==> config.mk <==
export PLATFORM = sky130hd
export DESIGN_NAME = bcs_msg_seq
export DESIGN_NICKNAME = d
export VERILOG_FILES = /design/src/rtl/bcs_pkg.sv /design/src/rtl/bcs_word_src.sv /design/src/rtl/bcs_gap_timer.sv /design/src/rtl/bcs_resp_check.sv /design/src/rtl/bcs_msg_seq.sv
export SDC_FILE = /design/constraint.sdc
export NUM_CORES = 1
export LEC_CHECK = 0
export BUFFER_PORTS_ARGS = -buffer_cell sky130_fd_sc_hd__buf_2
export CORE_MARGIN = 4
export CORE_UTILIZATION = 51
export CTS_CLUSTER_DIAMETER = 80
export DETAILED_ROUTE_END_ITERATION = 10
export GPL_ROUTABILITY_DRIVEN = 0
export PLACE_DENSITY = 0.8
export SLEW_MARGIN = 25
export SYNTH_ARGS = -nofsm -noshare
export SYNTH_HDL_FRONTEND = slang
export SYNTH_SLANG_ARGS = --single-unit
==> constraint.sdc <==
create_clock -name clk -period 2.8 [get_ports clk]
set_input_delay 0.28 -clock clk [delete_from_list [all_inputs] [get_ports clk]]
set_output_delay 0.28 -clock clk [all_outputs]
set_load 0.01 [all_outputs]
==> src/rtl/bcs_pkg.sv <==
package bcs_pkg;

    localparam int FLD_W  = 5;
    localparam int WORD_W = 16;
    localparam int CNT_W  = 6;

    typedef enum logic [2:0] {
        S_IDLE,
        S_CMD,
        S_DATA,
        S_DRAIN,
        S_RWAIT,
        S_RWORD
    } seq_state_e;

    typedef struct packed {
        logic [FLD_W-1:0] rt;
        logic [FLD_W-1:0] sa;
        logic [FLD_W-1:0] wc;
        logic [3:0]       gap;
    } msg_req_t;

    // bit order: [4] early, [3] sync, [2] parity, [1] address, [0] timeout
    typedef struct packed {
        logic early;
        logic sync_bad;
        logic par_bad;
        logic addr_bad;
        logic timeout;
    } res_flags_t;

    function automatic logic [WORD_W-1:0] build_cmd(
        input logic [FLD_W-1:0] rt, input logic tx,
        input logic [FLD_W-1:0] sa, input logic [FLD_W-1:0] wc);
        return {rt, tx, sa, wc};
    endfunction

    function automatic logic [CNT_W-1:0] words_of(input logic [FLD_W-1:0] wc);
        return (wc == '0) ? CNT_W'(32) : {1'b0, wc};
    endfunction

    function automatic int clamp_us(input logic [3:0] g, input int lo, input int hi);
        int v;
        v = int'(g);
        if (v < lo) v = lo;
        if (v > hi) v = hi;
        return v;
    endfunction

endpackage

==> src/rtl/bcs_word_src.sv <==
module bcs_word_src
    import bcs_pkg::*;
(
    input  logic               sel_cmd,
    input  msg_req_t           req,
    input  logic [CNT_W-1:0]   idx,
    input  logic [WORD_W-1:0]  buf_data,
    output logic [WORD_W-1:0]  word,
    output logic               cmd_sync,
    output logic [FLD_W-1:0]   buf_addr
);
    always_comb begin
        buf_addr = idx[FLD_W-1:0];
        cmd_sync = sel_cmd;
        if (sel_cmd)
            word = build_cmd(req.rt, 1'b0, req.sa, req.wc);
        else
            word = buf_data;
    end
endmodule

==> src/rtl/bcs_gap_timer.sv <==
module bcs_gap_timer #(
    parameter int GAP_W = 7
) (
    input  logic             clk,
    input  logic             rst,
    input  logic             load,
    input  logic [GAP_W-1:0] load_val,
    output logic             ok
);
    logic [GAP_W-1:0] cnt;

    always_ff @(posedge clk) begin
        if (rst)
            cnt <= '0;
        else if (load)
            cnt <= load_val;
        else if (cnt != '0)
            cnt <= cnt - 1'b1;
    end

    assign ok = (cnt == '0);

    assert_gap_load_R8: assert property (@(posedge clk) disable iff (rst)
        load && (load_val != '0) |=> !ok);
endmodule

==> src/rtl/bcs_resp_check.sv <==
module bcs_resp_check
    import bcs_pkg::*;
(
    input  logic [FLD_W-1:0]  expect_rt,
    input  logic [WORD_W-1:0] rx_word,
    input  logic              rx_cmd_sync,
    input  logic              rx_par_err,
    output logic              addr_bad,
    output logic              par_bad,
    output logic              sync_bad
);
    always_comb begin
        addr_bad = (rx_word[WORD_W-1 -: FLD_W] != expect_rt);
        par_bad  = rx_par_err;
        sync_bad = !rx_cmd_sync;
    end
endmodule

==> src/rtl/bcs_msg_seq.sv <==
module bcs_msg_seq
    import bcs_pkg::*;
#(
    parameter int CLK_PER_US  = 8,
    parameter int RESP_MIN_US = 4,
    parameter int RESP_MAX_US = 12,
    parameter int WORD_TO_US  = 24,
    parameter int GAP_MIN_US  = 4,
    parameter int GAP_MAX_US  = 12
) (
    input  logic        clk,
    input  logic        rst,
    input  logic        start,
    input  logic [4:0]  rt_addr,
    input  logic [4:0]  sub_addr,
    input  logic [4:0]  wc_field,
    input  logic [3:0]  gap_us,
    output logic        busy,
    output logic        done,
    output logic [4:0]  res_flags,
    output logic [15:0] rsp_word,
    output logic [4:0]  buf_addr,
    input  logic [15:0] buf_data,
    output logic        enc_valid,
    output logic        enc_cmd_sync,
    output logic [15:0] enc_word,
    input  logic        enc_ready,
    input  logic        enc_idle,
    input  logic        dec_start,
    input  logic        dec_valid,
    input  logic        dec_cmd_sync,
    input  logic        dec_par_err,
    input  logic [15:0] dec_word
);
    localparam int RESP_MIN = RESP_MIN_US * CLK_PER_US;
    localparam int RESP_MAX = RESP_MAX_US * CLK_PER_US;
    localparam int WORD_MAX = WORD_TO_US * CLK_PER_US;
    localparam int TMR_TOP  = (WORD_MAX > RESP_MAX) ? WORD_MAX : RESP_MAX;
    localparam int TW       = $clog2(TMR_TOP + 1);
    localparam int GAP_TOP  = GAP_MAX_US * CLK_PER_US;
    localparam int GAP_W    = $clog2(GAP_TOP + 1);
    localparam logic [TW-1:0] RESP_MIN_C = TW'(RESP_MIN);
    localparam logic [TW-1:0] RESP_MAX_C = TW'(RESP_MAX);
    localparam logic [TW-1:0] WORD_MAX_C = TW'(WORD_MAX);

    seq_state_e        state;
    msg_req_t          req_q;
    logic [CNT_W-1:0]  idx;
    logic [TW-1:0]     tmr;
    logic              early_q;
    res_flags_t        flags_q;

    logic              gap_ok;
    logic              accept;
    logic              last_word;
    logic              fin;
    logic              fin_timeout;
    logic [GAP_W-1:0]  gap_cycles;
    logic              chk_addr, chk_par, chk_sync;
    logic [CNT_W-1:0]  nwords;

    bcs_word_src u_src (
        .sel_cmd  (state == S_CMD),
        .req      (req_q),
        .idx      (idx),
        .buf_data (buf_data),
        .word     (enc_word),
        .cmd_sync (enc_cmd_sync),
        .buf_addr (buf_addr)
    );

    bcs_resp_check u_chk (
        .expect_rt   (req_q.rt),
        .rx_word     (dec_word),
        .rx_cmd_sync (dec_cmd_sync),
        .rx_par_err  (dec_par_err),
        .addr_bad    (chk_addr),
        .par_bad     (chk_par),
        .sync_bad    (chk_sync)
    );

    bcs_gap_timer #(.GAP_W(GAP_W)) u_gap (
        .clk      (clk),
        .rst      (rst),
        .load     (fin),
        .load_val (gap_cycles),
        .ok       (gap_ok)
    );

    always_comb begin
        nwords      = words_of(req_q.wc);
        enc_valid   = ((state == S_CMD) && gap_ok) || (state == S_DATA);
        accept      = enc_valid && enc_ready;
        last_word   = (idx == nwords - 1'b1);
        gap_cycles  = GAP_W'(clamp_us(req_q.gap, GAP_MIN_US, GAP_MAX_US) * CLK_PER_US);
        fin_timeout = ((state == S_RWAIT) && !dec_start && (tmr >= RESP_MAX_C)) ||
                      ((state == S_RWORD) && !dec_valid && (tmr >= WORD_MAX_C));
        fin         = fin_timeout || ((state == S_RWORD) && dec_valid);
    end

    always_ff @(posedge clk) begin
        if (rst) begin
            state   <= S_IDLE;
            req_q   <= '0;
            idx     <= '0;
            tmr     <= '0;
            early_q <= 1'b0;
            flags_q <= '0;
            rsp_word <= '0;
            busy    <= 1'b0;
            done    <= 1'b0;
        end else begin
            done <= 1'b0;
            unique case (state)
                S_IDLE: begin
                    if (start) begin
                        req_q    <= '{rt: rt_addr, sa: sub_addr, wc: wc_field, gap: gap_us};
                        busy     <= 1'b1;
                        flags_q  <= '0;
                        rsp_word <= '0;
                        early_q  <= 1'b0;
                        idx      <= '0;
                        state    <= S_CMD;
                    end
                end
                S_CMD: begin
                    if (accept) begin
                        idx   <= '0;
                        state <= S_DATA;
                    end
                end
                S_DATA: begin
                    if (accept) begin
                        if (last_word)
                            state <= S_DRAIN;
                        else
                            idx <= idx + 1'b1;
                    end
                end
                S_DRAIN: begin
                    if (enc_idle) begin
                        tmr   <= TW'(1);
                        state <= S_RWAIT;
                    end
                end
                S_RWAIT: begin
                    if (dec_start) begin
                        early_q <= (tmr < RESP_MIN_C);
                        tmr     <= '0;
                        state   <= S_RWORD;
                    end else if (!fin_timeout) begin
                        tmr <= tmr + 1'b1;
                    end
                end
                S_RWORD: begin
                    if (dec_valid) begin
                        flags_q  <= '{early: early_q, sync_bad: chk_sync,
                                      par_bad: chk_par, addr_bad: chk_addr,
                                      timeout: 1'b0};
                        rsp_word <= dec_word;
                    end else if (!fin_timeout) begin
                        tmr <= tmr + 1'b1;
                    end
                end
                default: state <= S_IDLE;
            endcase

            if (fin_timeout)
                flags_q <= '{early: early_q, sync_bad: 1'b0, par_bad: 1'b0,
                             addr_bad: 1'b0, timeout: 1'b1};
            if (fin) begin
                done  <= 1'b1;
                busy  <= 1'b0;
                state <= S_IDLE;
            end
        end
    end

    assign res_flags = flags_q;

    // ---------------- checker state and properties ----------------
    logic [GAP_W-1:0] since_done;
    logic [GAP_W-1:0] gap_need;
    logic             seen_done;

    always_ff @(posedge clk) begin
        if (rst) begin
            since_done <= '0;
            gap_need   <= '0;
            seen_done  <= 1'b0;
        end else if (done) begin
            since_done <= GAP_W'(1);
            gap_need   <= GAP_W'(clamp_us(req_q.gap, GAP_MIN_US, GAP_MAX_US) * CLK_PER_US);
            seen_done  <= 1'b1;
        end else if (since_done != GAP_W'(GAP_TOP)) begin
            since_done <= since_done + 1'b1;
        end
    end

    assert_cmd_receive_R1: assert property (@(posedge clk) disable iff (rst)
        enc_valid && enc_cmd_sync |-> (enc_word[10] == 1'b0) && (enc_word[15:11] == req_q.rt));

    assert_addr_in_range_R2: assert property (@(posedge clk) disable iff (rst)
        enc_valid && !enc_cmd_sync |-> {1'b0, buf_addr} < nwords);

    assert_offer_stable_R3: assert property (@(posedge clk) disable iff (rst)
        enc_valid && !enc_ready |=> enc_valid && $stable(enc_word) && $stable(enc_cmd_sync));

    assert_timeout_with_done_R4: assert property (@(posedge clk) disable iff (rst)
        $rose(res_flags[0]) |-> done);

    assert_clean_addr_R5: assert property (@(posedge clk) disable iff (rst)
        done && (res_flags == 5'b0) |-> rsp_word[15:11] == req_q.rt);

    assert_busy_from_start_R7: assert property (@(posedge clk) disable iff (rst)
        $rose(busy) |-> $past(start));

    assert_quiet_time_R8: assert property (@(posedge clk) disable iff (rst)
        enc_valid && enc_cmd_sync && seen_done |-> since_done >= gap_need);

endmodule

==> results.md, run 1 <==
* Synth Register Bits at 67
* Synth-to-layout area growth at 23.4%
* Antenna viol nets, final at 0
* Worst skew pair latency at 0.34 ns
* Peak supply drop at ~0.47 mV
* Period minus WS final at 2.55 ns
* Tcrit/Tclk final at 91.1%
* Largest net degree at the start of global routing at between 50 and 60
* Warnings from Yosys at 0
* FMAX at 0.392 GHz
* Buf/Inv on CP at 2
* HP Class: in -> reg
* Routed wire per std cell at 14.4 um
* Worst r2r src: u_gap.cnt[0]$_SDFFE_PP0P_
* Clock sink count at 67
* Post-synth EDFFs at 0
* Finished Layout Cells at 563
* Die W at 87.7 um
* RSZ-0062 raised after global routing: false
* Max incr delay on CP at 0.68 ns
* LEAKAGE at 1.69 nW
* Synth Area per Inst at 8.38 sq um
* Slew Limit Headroom at 36.8%
* Htree depth at 3
* Startpoint types: register
* Post-CTS setup buffer count at 0
* Slew at the pin with the worst max-slew slack at 0.944 ns
* Worst-case reg-to-reg path depth at 8
* Post-Syn Nets at between 400 and 500
* Pre-antenna DRT Iters at 4
* CP Class: reg -> out
* Dpl hpwl at 5.78 mm
* Die area at 7700 sq um
* Post-synthesis cell type count at 49
* Most frequent cells in the layout: buf_2, dfxtp_1, nand2_1
* Via density at 5.55
* Initial antenna violation count at 0
* Fin area at approximately 4000 sq um
* CTS resizes at 0
* Worst path cell trace: nor2b_1, nor2b_1, buf_4, mux2_2, buf_2
* Layout Skew at 0.0114 ns
* Hold_ws at 0.178 ns
* CP delay by family, top: flip-flops
* Dpl cell area at 3790 sq um
* Setup crit start: state[0]$_SDFFE_PP0P_
* Via count at 3125
* Ports at 106
* Layout cells sized above 1 at 31.4%
* Post-synth ARST share at 0%
* Cells after Synth at a little under 400
* PwrDens at between 700 and 800 nW/um^2
* Global-route usage over all layers at 21.1%
* Final setup violation count at 0
* CP max-delay cell: dfxtp_1
* CTS Buf Count at 9
* Fin nets at 548
* Clock slew at reported path FFs at 0.07 ns
* Cts hold-fix bufs at 0
* Detailed-route wire length at 8.11 mm
* Remaining Overflow, GRT at 0
* Worst Path Required at around 2.5 ns
* TritonCTS clock tree: yes
* Commonest non-fill, non-tap cell in the layout: buf_2
* Register area share after synthesis at 41.4%
* Syn Std Cell Area at roughly 3200 sq um
* Hold path startpoint: wc_field[2]
* Number of global-route vias before repair at between 3000 and 4000
* Antenna diodes at 0
* Longest Clk Path Bufs at 2
* # DRC at 0
* Initial core utilization at 53.5%
* Inst Count DP at 547
* Run status: finished clean
* Final hold violations at 0
* Critical Path Sink Type: output pin
* CP dominant cell by count: nor2b_1
* Max-cap violations at 0
* Hold path cells at 3
* Total negative setup slack at 0 ns
* Core Area at 6060 sq um
* Number of port buffers at 105
* Final setup margin at 0.248 ns
* Slew Limit Fails at 0
* CTS root buf: clkbuf_8
* Global-route wire length before repair at 13.1 mm
* Initial DRC count at between 100 and 150
* DIE HEIGHT at 87.7 um
* Levels on crit path at 5
* Ys flop type: dfxtp_1
* Core Rows at 28
* Post-place setup slack at 0.336 ns
* Crit path DAT at 2.27 ns
* Max FO, Critical Path at 19
## cells in the mapped netlist (2+ instances only)
library cell	n	area (sq um)
dfxtp_1	67	1340
nand2_1	53	199
nor2_1	45	169
a21oi_1	36	180
a22oi_1	17	128
clkbuf_1	17	63.8
mux2_2	16	180
xnor2_1	16	140
nor3_1	10	50.1
inv_1	9	33.8
nand2b_1	8	50.1
a31oi_1	7	43.8
nor2b_1	7	43.8
nand3_1	6	30.0
buf_4	5	37.5
ha_1	5	62.6
nor4_1	5	31.3
o21ai_0	5	25.0
xor2_1	5	43.8
o31ai_1	4	30.0
or4_1	4	30.0
a311oi_1	3	26.3
nand4_1	3	18.8
or3_1	3	18.8
a311o_1	2	20.0
buf_2	2	10.0
nand3b_1	2	15.0
o211ai_1	2	15.0
o21bai_1	2	15.0
or2_2	2	12.5
## area by class of cell
cell class / instances / area [sq um]
timing repair buffer: 110 / 563
clock inverter: 5 / 58.8
clock buffer: 11 / 151
tap: 75 / 93.8
multi-input combinational: 286 / 1760
sequential: 67 / 1340
fill: 511 / 2060
inverter: 9 / 33.8
## tightest hold or removal path, stage by stage
cell and delay, ns:
buf_2 0.09, nand2_1 0.04, a21oi_1 0.05
## routing by layer
metal	part of all wire (%)	global-route usage, %	up-vias
met2	48	35.9	125
met5	0	0	-
met3	9.7	7.24	10
met4	1.2	7.25	0
met1	41	24.9	1448
li1	-	-	1542
## sequential cells by signal, indices dropped and copies added (netlist names)
name       flops
busy           1
state          3
idx            6
rsp_word      16
u_gap.cnt      7
done           1
early_q        1
res_flags      5
req_q         19
tmr            8
## power breakdown
part	internal (mW)	switching [mW]	leakage [nW]
logic	0.501	0.571	1.05
clock network	0.461	0.371	0.102
registers	1.06	0.126	0.545
total	2.02	1.07	1.69
## stage by stage
step	util (%)	power, mW
after CTS	66.0	3.11
after detailed placement	62.5	2.27
after global placement	62.5	2.24
final	66.0	3.09
after floorplan	-	1.97
after global routing	66.0	3.28
## worst paths after layout
check | endpoint | slack [ns]
worst max register to register | idx[3]$_SDFFE_PP0P_ | 0.33
worst min-delay path | req_q[6]$_SDFFE_PP0P_ | 0.18
worst min register to register | res_flags[4]$_SDFFE_PP0P_ | 0.46
worst max-delay path | enc_word[7] | 0.25
## cell families (layout without fill, tap and decap cells)
kind of cell / count (synthesis) / after routing / share of synthesized area, %
buffers and inverters: 34 / 135 / 4.59
AND/OR/NAND/NOR: 156 / 156 / 23.0
XOR/XNOR: 21 / 21 / 5.67
AO/OA/AOI/OAI: 88 / 88 / 17.8
adder cells (fa/ha/maj): 5 / 5 / 1.93
flip-flops: 67 / 67 / 41.4
multiplexers: 16 / 16 / 5.56
(Power assumes the default switching activity.)
==> run 2, diff against run 1 <==
==> constraint.sdc (replaced) <==
create_clock -name clk -period 2.9 [get_ports clk]
set_input_delay 0.29 -clock clk [delete_from_list [all_inputs] [get_ports clk]]
set_output_delay 0.29 -clock clk [all_outputs]
set_load 0.01 [all_outputs]
==> run 2 against run 1 <==
- total power shrank 6.7%
- via count is the same
- count of clock-buffer cells in the layout is the same
==> results.md, run 2 (same netlist as run 1, synthesis figures left out) <==
* PwrDens at 727 nW/um^2 (-5.8%)
* LEAKAGE at 1.67 nW (-1.2%)
* Worst Path Required at 2.61 ns (+0.09 ns)
* Final hold violations at 0 (unchanged)
* Post-CTS setup buffer count at 0 (unchanged)
* Period minus WS final at 2.56 ns
* Total negative setup slack at 0 ns (unchanged)
* Slew Limit Fails at 0 (unchanged)
* Number of port buffers at 105 (unchanged)
* Remaining Overflow, GRT at 0 (unchanged)
* Largest net degree at the start of global routing at 53 (unchanged)
* Pre-antenna DRT Iters at 4 (unchanged)
* Tcrit/Tclk final at 88.1%
* Cts hold-fix bufs at 0 (unchanged)
* Die area at 7700 sq um (unchanged)
* Worst skew pair latency at 0.34 ns (about the same)
* Global-route usage over all layers at 22.6% (+1.5 points)
* Largest register FFs at 19 (unchanged)
* Biggest regs: req_q x19, rsp_word x16, tmr x8
* Hold path startpoint: sub_addr[4]
* Layout Skew at 0.00710 ns (-0.00433 ns)
* Global-route wire length before repair at 14.0 mm (+6.5%)
* Most frequent cells in the layout: buf_2, dfxtp_1, nand2_1
* Die W at 87.7 um (unchanged)
* Slew Limit Headroom at 36.8% (+0.074 points)
* Htree depth at 3 (unchanged)
* DIE HEIGHT at 87.7 um (unchanged)
* FMAX at 0.391 GHz
* Final setup violation count at 0 (unchanged)
* Longest Clk Path Bufs at 2 (unchanged)
* Worst r2r src: u_gap.cnt[0]$_SDFFE_PP0P_
* Run status: finished clean
* CTS resizes at 0 (unchanged)
* Dpl hpwl at 5.87 mm (+1.5%)
* Layout cells sized above 1 at 31.2% (-0.14 points)
* # DRC at 0 (unchanged)
* Number of global-route vias before repair at 3130 (+3.6%)
* Most flop-heavy register: req_q
* Antenna viol nets, final at 0 (unchanged)
* Peak supply drop at 0.452 mV (-4.3%)
* HP Class: in -> reg
* Initial core utilization at 53.5% (unchanged)
* Initial antenna violation count at 0 (unchanged)
* Max-cap violations at 0 (unchanged)
* Core Area at 6060 sq um (unchanged)
* Max FO, Critical Path at 19 (unchanged)
* Slew at the pin with the worst max-slew slack at 0.947 ns (+0.00329 ns)
* Initial DRC count at 257 (+130%)
* Crit path DAT at 2.27 ns (about the same)
* Detailed-route wire length at 8.17 mm (+0.70%)
* Antenna diodes at 0 (unchanged)
* Startpoint types: register
* Clock slew at reported path FFs at 0.07 ns (about the same)
* CTS root buf: clkbuf_8
* CP Class: reg -> out
* CTS Buf Count at 9 (unchanged)
* Via density at 5.56 (+0.18%)
* Clock sink count at 67 (unchanged)
* TritonCTS clock tree: yes
* Synth-to-layout area growth at 22.2%
* Commonest non-fill, non-tap cell in the layout: buf_2
* Ports at 106 (unchanged)
* Core Rows at 28 (unchanged)
* Total power at 2.88 mW (-6.7%)
* Critical Path Sink Type: output pin
* RSZ-0062 raised after global routing: false
* Routed wire per std cell at 14.5 um (+0.88%)
* Fin nets at 547 (-0.18%)
* Setup crit start: state[0]$_SDFFE_PP0P_
* Via count at 3125 (unchanged)
-- run 2: cell count changes in the layout (fill, tap and decap cells not counted), sizes merged --
cell / change
buf: -1
bufinv: -1
clkinv: +1
-- run 2: power breakdown --
| group | switching [mW] | internal [mW] |
|---|---|---|
| combinational | 0.560 | 0.479 |
| sequential | 0.123 | 1.02 |
| clock | 0.362 | 0.337 |
-- run 2: layer usage --
metal	vias to the layer above	track usage (%)	wire length (um)
met5	-	0	0
met4	0	8.23	110
met3	15	7.81	693
met2	112	36.6	3860
met1	1451	28.0	3510
li1	1547	-	-
-- run 2: per-stage QoR --
step                      std cells  util (%)  cell area (sq um)  hold slack, ns  worst slack [ns]
after floorplan                 387         -               3240           0.426             0.631
after global placement          546      62.4               3780           0.439             0.541
after detailed placement        546      62.4               3780           0.446             0.426
after CTS                       562      65.4               3960           0.173             0.342
after global routing            562      65.4               3960           0.172             0.181
final                           562      65.4               3960           0.183             0.345
-- run 2: layout make-up --
class,instances,area (sq um)
inverters,9,33.8
clock buffers,11,141
clock inverters,5,37.5
fillers,511,2100
well taps,75,93.8
flip-flops and latches,67,1340
repair buffers,109,556
multi-input cells,286,1760
-- run 2: path summary, 6_finish.rpt --
check / depth (start not counted) / end / slack [ns]
worst max-delay path: 5 / enc_word[7] / 0.34
worst min-delay path: 3 / req_q[13]$_SDFFE_PP0P_ / 0.18
worst max register to register: 8 / idx[5]$_SDFFE_PP0P_ / 0.37
worst min register to register: 2 / res_flags[4]$_SDFFE_PP0P_ / 0.45
-- run 2: critical path, cell delays in order (launching register included) --
cell	delay [ns]
dfxtp_1	0.69
nor2b_1	0.27
nor2b_1	0.16
buf_4	0.28
mux2_2	0.37
buf_2	0.14
==> run 3, diff against run 2 <==
--- a/config.mk
+++ b/config.mk
@@ -7,11 +7,11 @@
 export LEC_CHECK = 0
 export BUFFER_PORTS_ARGS = -buffer_cell sky130_fd_sc_hd__buf_2
 export CORE_MARGIN = 4
-export CORE_UTILIZATION = 51
+export CORE_UTILIZATION = 46
 export CTS_CLUSTER_DIAMETER = 80
 export DETAILED_ROUTE_END_ITERATION = 10
 export GPL_ROUTABILITY_DRIVEN = 0
-export PLACE_DENSITY = 0.8
+export PLACE_DENSITY = 0.76
 export SLEW_MARGIN = 25
 export SYNTH_ARGS = -nofsm -noshare
 export SYNTH_HDL_FRONTEND = slang
==> constraint.sdc (replaced) <==
create_clock -name clk -period 2.2 [get_ports clk]
set_input_delay 0.22 -clock clk [delete_from_list [all_inputs] [get_ports clk]]
set_output_delay 0.22 -clock clk [all_outputs]
set_load 0.01 [all_outputs]
==> run 3 against run 2 <==
- sequential share of layout area shrank 2.0 points
- count of clock-buffer cells in the layout shrank 1
- global-route usage shrank 2.6 points
- clock power grew 62%
- routed wire length grew 3.7%
- sequential power grew 31%
- combinational power grew 51%
- non-clock buffer count grew 16
- critical path depth grew 2
- worst hold slack lost 0.071 ns
- die area grew 9.9%
- cell area grew 6.6%
==> results.md, run 3 (same netlist as run 1, synthesis figures left out) <==
* Inst Count DP at 581 (+6.4%)
* Htree depth at 3 (unchanged)
* # DRC at 0 (unchanged)
* Switching power at 1.44 mW (+38%)
* Layout cells sized above 1 at 35.8% (+4.6 points)
* Total power at 4.19 mW (+46%)
* CP Class: reg -> reg
* Largest register FFs at 19 (unchanged)
* Fin area at 4220 sq um (+6.6%)
* Run status: finished clean
* Worst r2r src: u_gap.cnt[3]$_SDFFE_PP0P_
* Detailed-route wire length at 8.47 mm (+3.7%)
* Crit path DAT at 2.42 ns (+0.15 ns)
* Max FO, Critical Path at 8 (-11)
* Worst-case reg-to-reg path depth at 7 (-1)
* Largest net degree at the start of global routing at 26 (-51%)
* Worst skew pair latency at 0.34 ns (about the same)
* Clock Power Share at 26.9% (+2.7 points)
* Pre-antenna DRT Iters at 4 (unchanged)
* Global-route usage over all layers at 20.0% (-2.6 points)
* Reg-to-reg endpoint: idx[3]$_SDFFE_PP0P_
* Antenna diodes at 0 (unchanged)
* Commonest non-fill, non-tap cell in the layout: buf_2
* Number of global-route vias before repair at 3107 (-0.73%)
* Core Area at 6830 sq um (+13%)
* Antenna viol nets, final at 0 (unchanged)
* Worst setup path end: idx[3]$_SDFFE_PP0P_
* PwrDens at 993 nW/um^2 (+37%)
* Share of power burned in registers at 35.6% (-4.1 points)
* Initial DRC count at 146 (-43%)
* Levels on crit path at 7 (+2)
* Slew Limit Fails at 0 (unchanged)
* FF/Latch Area at 1350 sq um (+0.37%)
* Worst path cell trace: or2_4, or4_4, o32ai_4, o31ai_4, buf_4, o31ai_1, a21oi_1
* P_int at 2.76 mW (+50%)
* Final setup violation count at 0 (unchanged)
* Dpl hpwl at 6.10 mm (+4.0%)
* Slew at the pin with the worst max-slew slack at 0.766 ns (-0.181 ns)
* Die area at 8450 sq um (+9.9%)
* Fin nets at 563 (+2.9%)
* Combinational Power Share at 37.5% (+1.4 points)
* Sw frac at 34.3% (-2.0 points)
* DIE HEIGHT at 92.0 um (+4.8%)
* CP delay by family, top: compound AO/OA/AOI/OAI gates
* Reg2reg setup slack at 0.002 ns (-0.37 ns)
* Cts hold-fix bufs at 0 (unchanged)
* Buf/Inv on CP at 1 (-1)
* Global-route wire length before repair at 13.9 mm (-0.74%)
* Most flop-heavy register: req_q
* CTS root buf: clkbuf_8
* Final core occ at 61.8% (-3.6 points)
* Clock sink count at 67 (unchanged)
* Longest Clk Path Bufs at 2 (unchanged)
* HP Class: in -> reg
* Slew Limit Headroom at 48.9% (+12 points)
* Number of port buffers at 105 (unchanged)
* Final hold violations at 0 (unchanged)
* Core Rows at 30 (+7.1%)
* Post-place setup slack at -0.00653 ns (-0.433 ns)
* Synth-to-layout area growth at 30.3%
* Max incr delay on CP at 0.51 ns (-0.18 ns)
* Die W at 92.0 um (+4.8%)
* Remaining Overflow, GRT at 0 (unchanged)
* Layout Skew at 0.00678 ns (-0.000329 ns)
* Peak supply drop at 0.486 mV (+7.5%)
* FMAX at 0.455 GHz
* Via count at 3174 (+1.6%)
* Footprint of the multi-input gates at 1820 sq um (+3.3%)
* Fillers at 597 (+17%)
* Clock slew at reported path FFs at 0.07 ns (about the same)
* Hold path cells at 3 (unchanged)
* Period minus WS final at 2.20 ns
* CTS Buf Count at 9 (unchanged)
* Dpl cell area at 3960 sq um (+4.7%)
* Biggest regs: req_q x19, rsp_word x16, tmr x8
* Routed wire per std cell at 14.1 um (-2.7%)
* Tcrit/Tclk final at between 90 and 100%
* Initial core utilization at 47.5% (-6.0 points)
* TritonCTS clock tree: yes
* Max-cap violations at 0 (unchanged)
* Finished Layout Cells at 599 (+6.6%)
* Worst Path Required at 2.43 ns (-0.18 ns)
* Total negative setup slack at 0 ns (unchanged)
* Ports at 106 (unchanged)
* Most frequent cells in the layout: buf_2, dfxtp_1, nand2_1
* Critical Path Sink Type: register
* RSZ-0062 raised after global routing: true
* Hold_ws at 0.113 ns (-0.0706 ns)
* Final setup margin at 0.00163 ns (-0.343 ns)
* CP max-delay cell: or4_4
* Setup crit start: u_gap.cnt[3]$_SDFFE_PP0P_
* Initial antenna violation count at 0 (unchanged)
* Startpoint types: register
* Via density at 5.30 (-4.7%)
* LEAKAGE at 1.78 nW (+6.5%)
-- run 3: cell types whose count changed in the layout (fill, tap and decap cells not counted), sizes merged --
| cell | change |
|---|---|
| buf | +16 |
| bufinv | +2 |
| clkbuf | -1 |
| clkinv | -1 |
-- run 3: layout make-up --
class / instances / area share [%]
Sequential cell: 67 / 31.9
Multi-Input combinational cell: 286 / 43.1
Timing Repair Buffer: 125 / 16.3
Clock buffer: 10 / 3.02
Clock inverter: 6 / 2.10
Inverter: 9 / 0.800
Tap cell: 96 / 2.84
-- run 3: worst min-delay path by stage --
stage                         startpoint                         to  slack [ns]
2_1_floorplan                sub_addr[1]     req_q[10]$_SDFFE_PP0P_        0.36
3_5_place_dp   res_flags[4]$_SDFFE_PP0P_  res_flags[4]$_SDFFE_PP0P_        0.45
3_3_place_gp       req_q[9]$_SDFFE_PP0P_      req_q[9]$_SDFFE_PP0P_        0.44
5_1_grt                      sub_addr[2]     req_q[11]$_SDFFE_PP0P_        0.11
6_report                      rt_addr[0]     req_q[14]$_SDFFE_PP0P_        0.11
4_1_cts                        gap_us[1]      req_q[1]$_SDFFE_PP0P_         0.1
-- run 3: power by group through the flow --
| stage | clock (mW) | sequential (mW) | combinational, mW |
|---|---|---|---|
| 2_1_floorplan | 0 | 1.46 | 1.10 |
| 3_3_place_gp | 0 | 1.50 | 1.50 |
| 3_5_place_dp | 0 | 1.51 | 1.54 |
| 4_1_cts | 1.15 | 1.49 | 1.57 |
| 5_1_grt | 1.19 | 1.51 | 1.76 |
| 6_report | 1.13 | 1.49 | 1.57 |
-- run 3: timing repair --
item,CTS,global route
buffers inserted,1,1
gates resized for setup,3,7
setup endpoints to repair,17,20
pin swaps,1,9
-- run 3: tightest hold or removal path: cells and delay by family --
family / cells / cell delay [ns]
AND/OR/NAND/NOR: 1 / 0.04
buffers and inverters: 1 / 0.09
AO/OA/AOI/OAI: 1 / 0.05
-- run 3: per-layer routing --
layer | share of wire, % | routed length, um | track usage (%)
met1 | 44 | 3730 | 23.9
met2 | 48 | 4030 | 34.2
met3 | 6.9 | 587 | 5.09
met4 | 1.5 | 129 | 8.17
met5 | 0 | 0 | 0
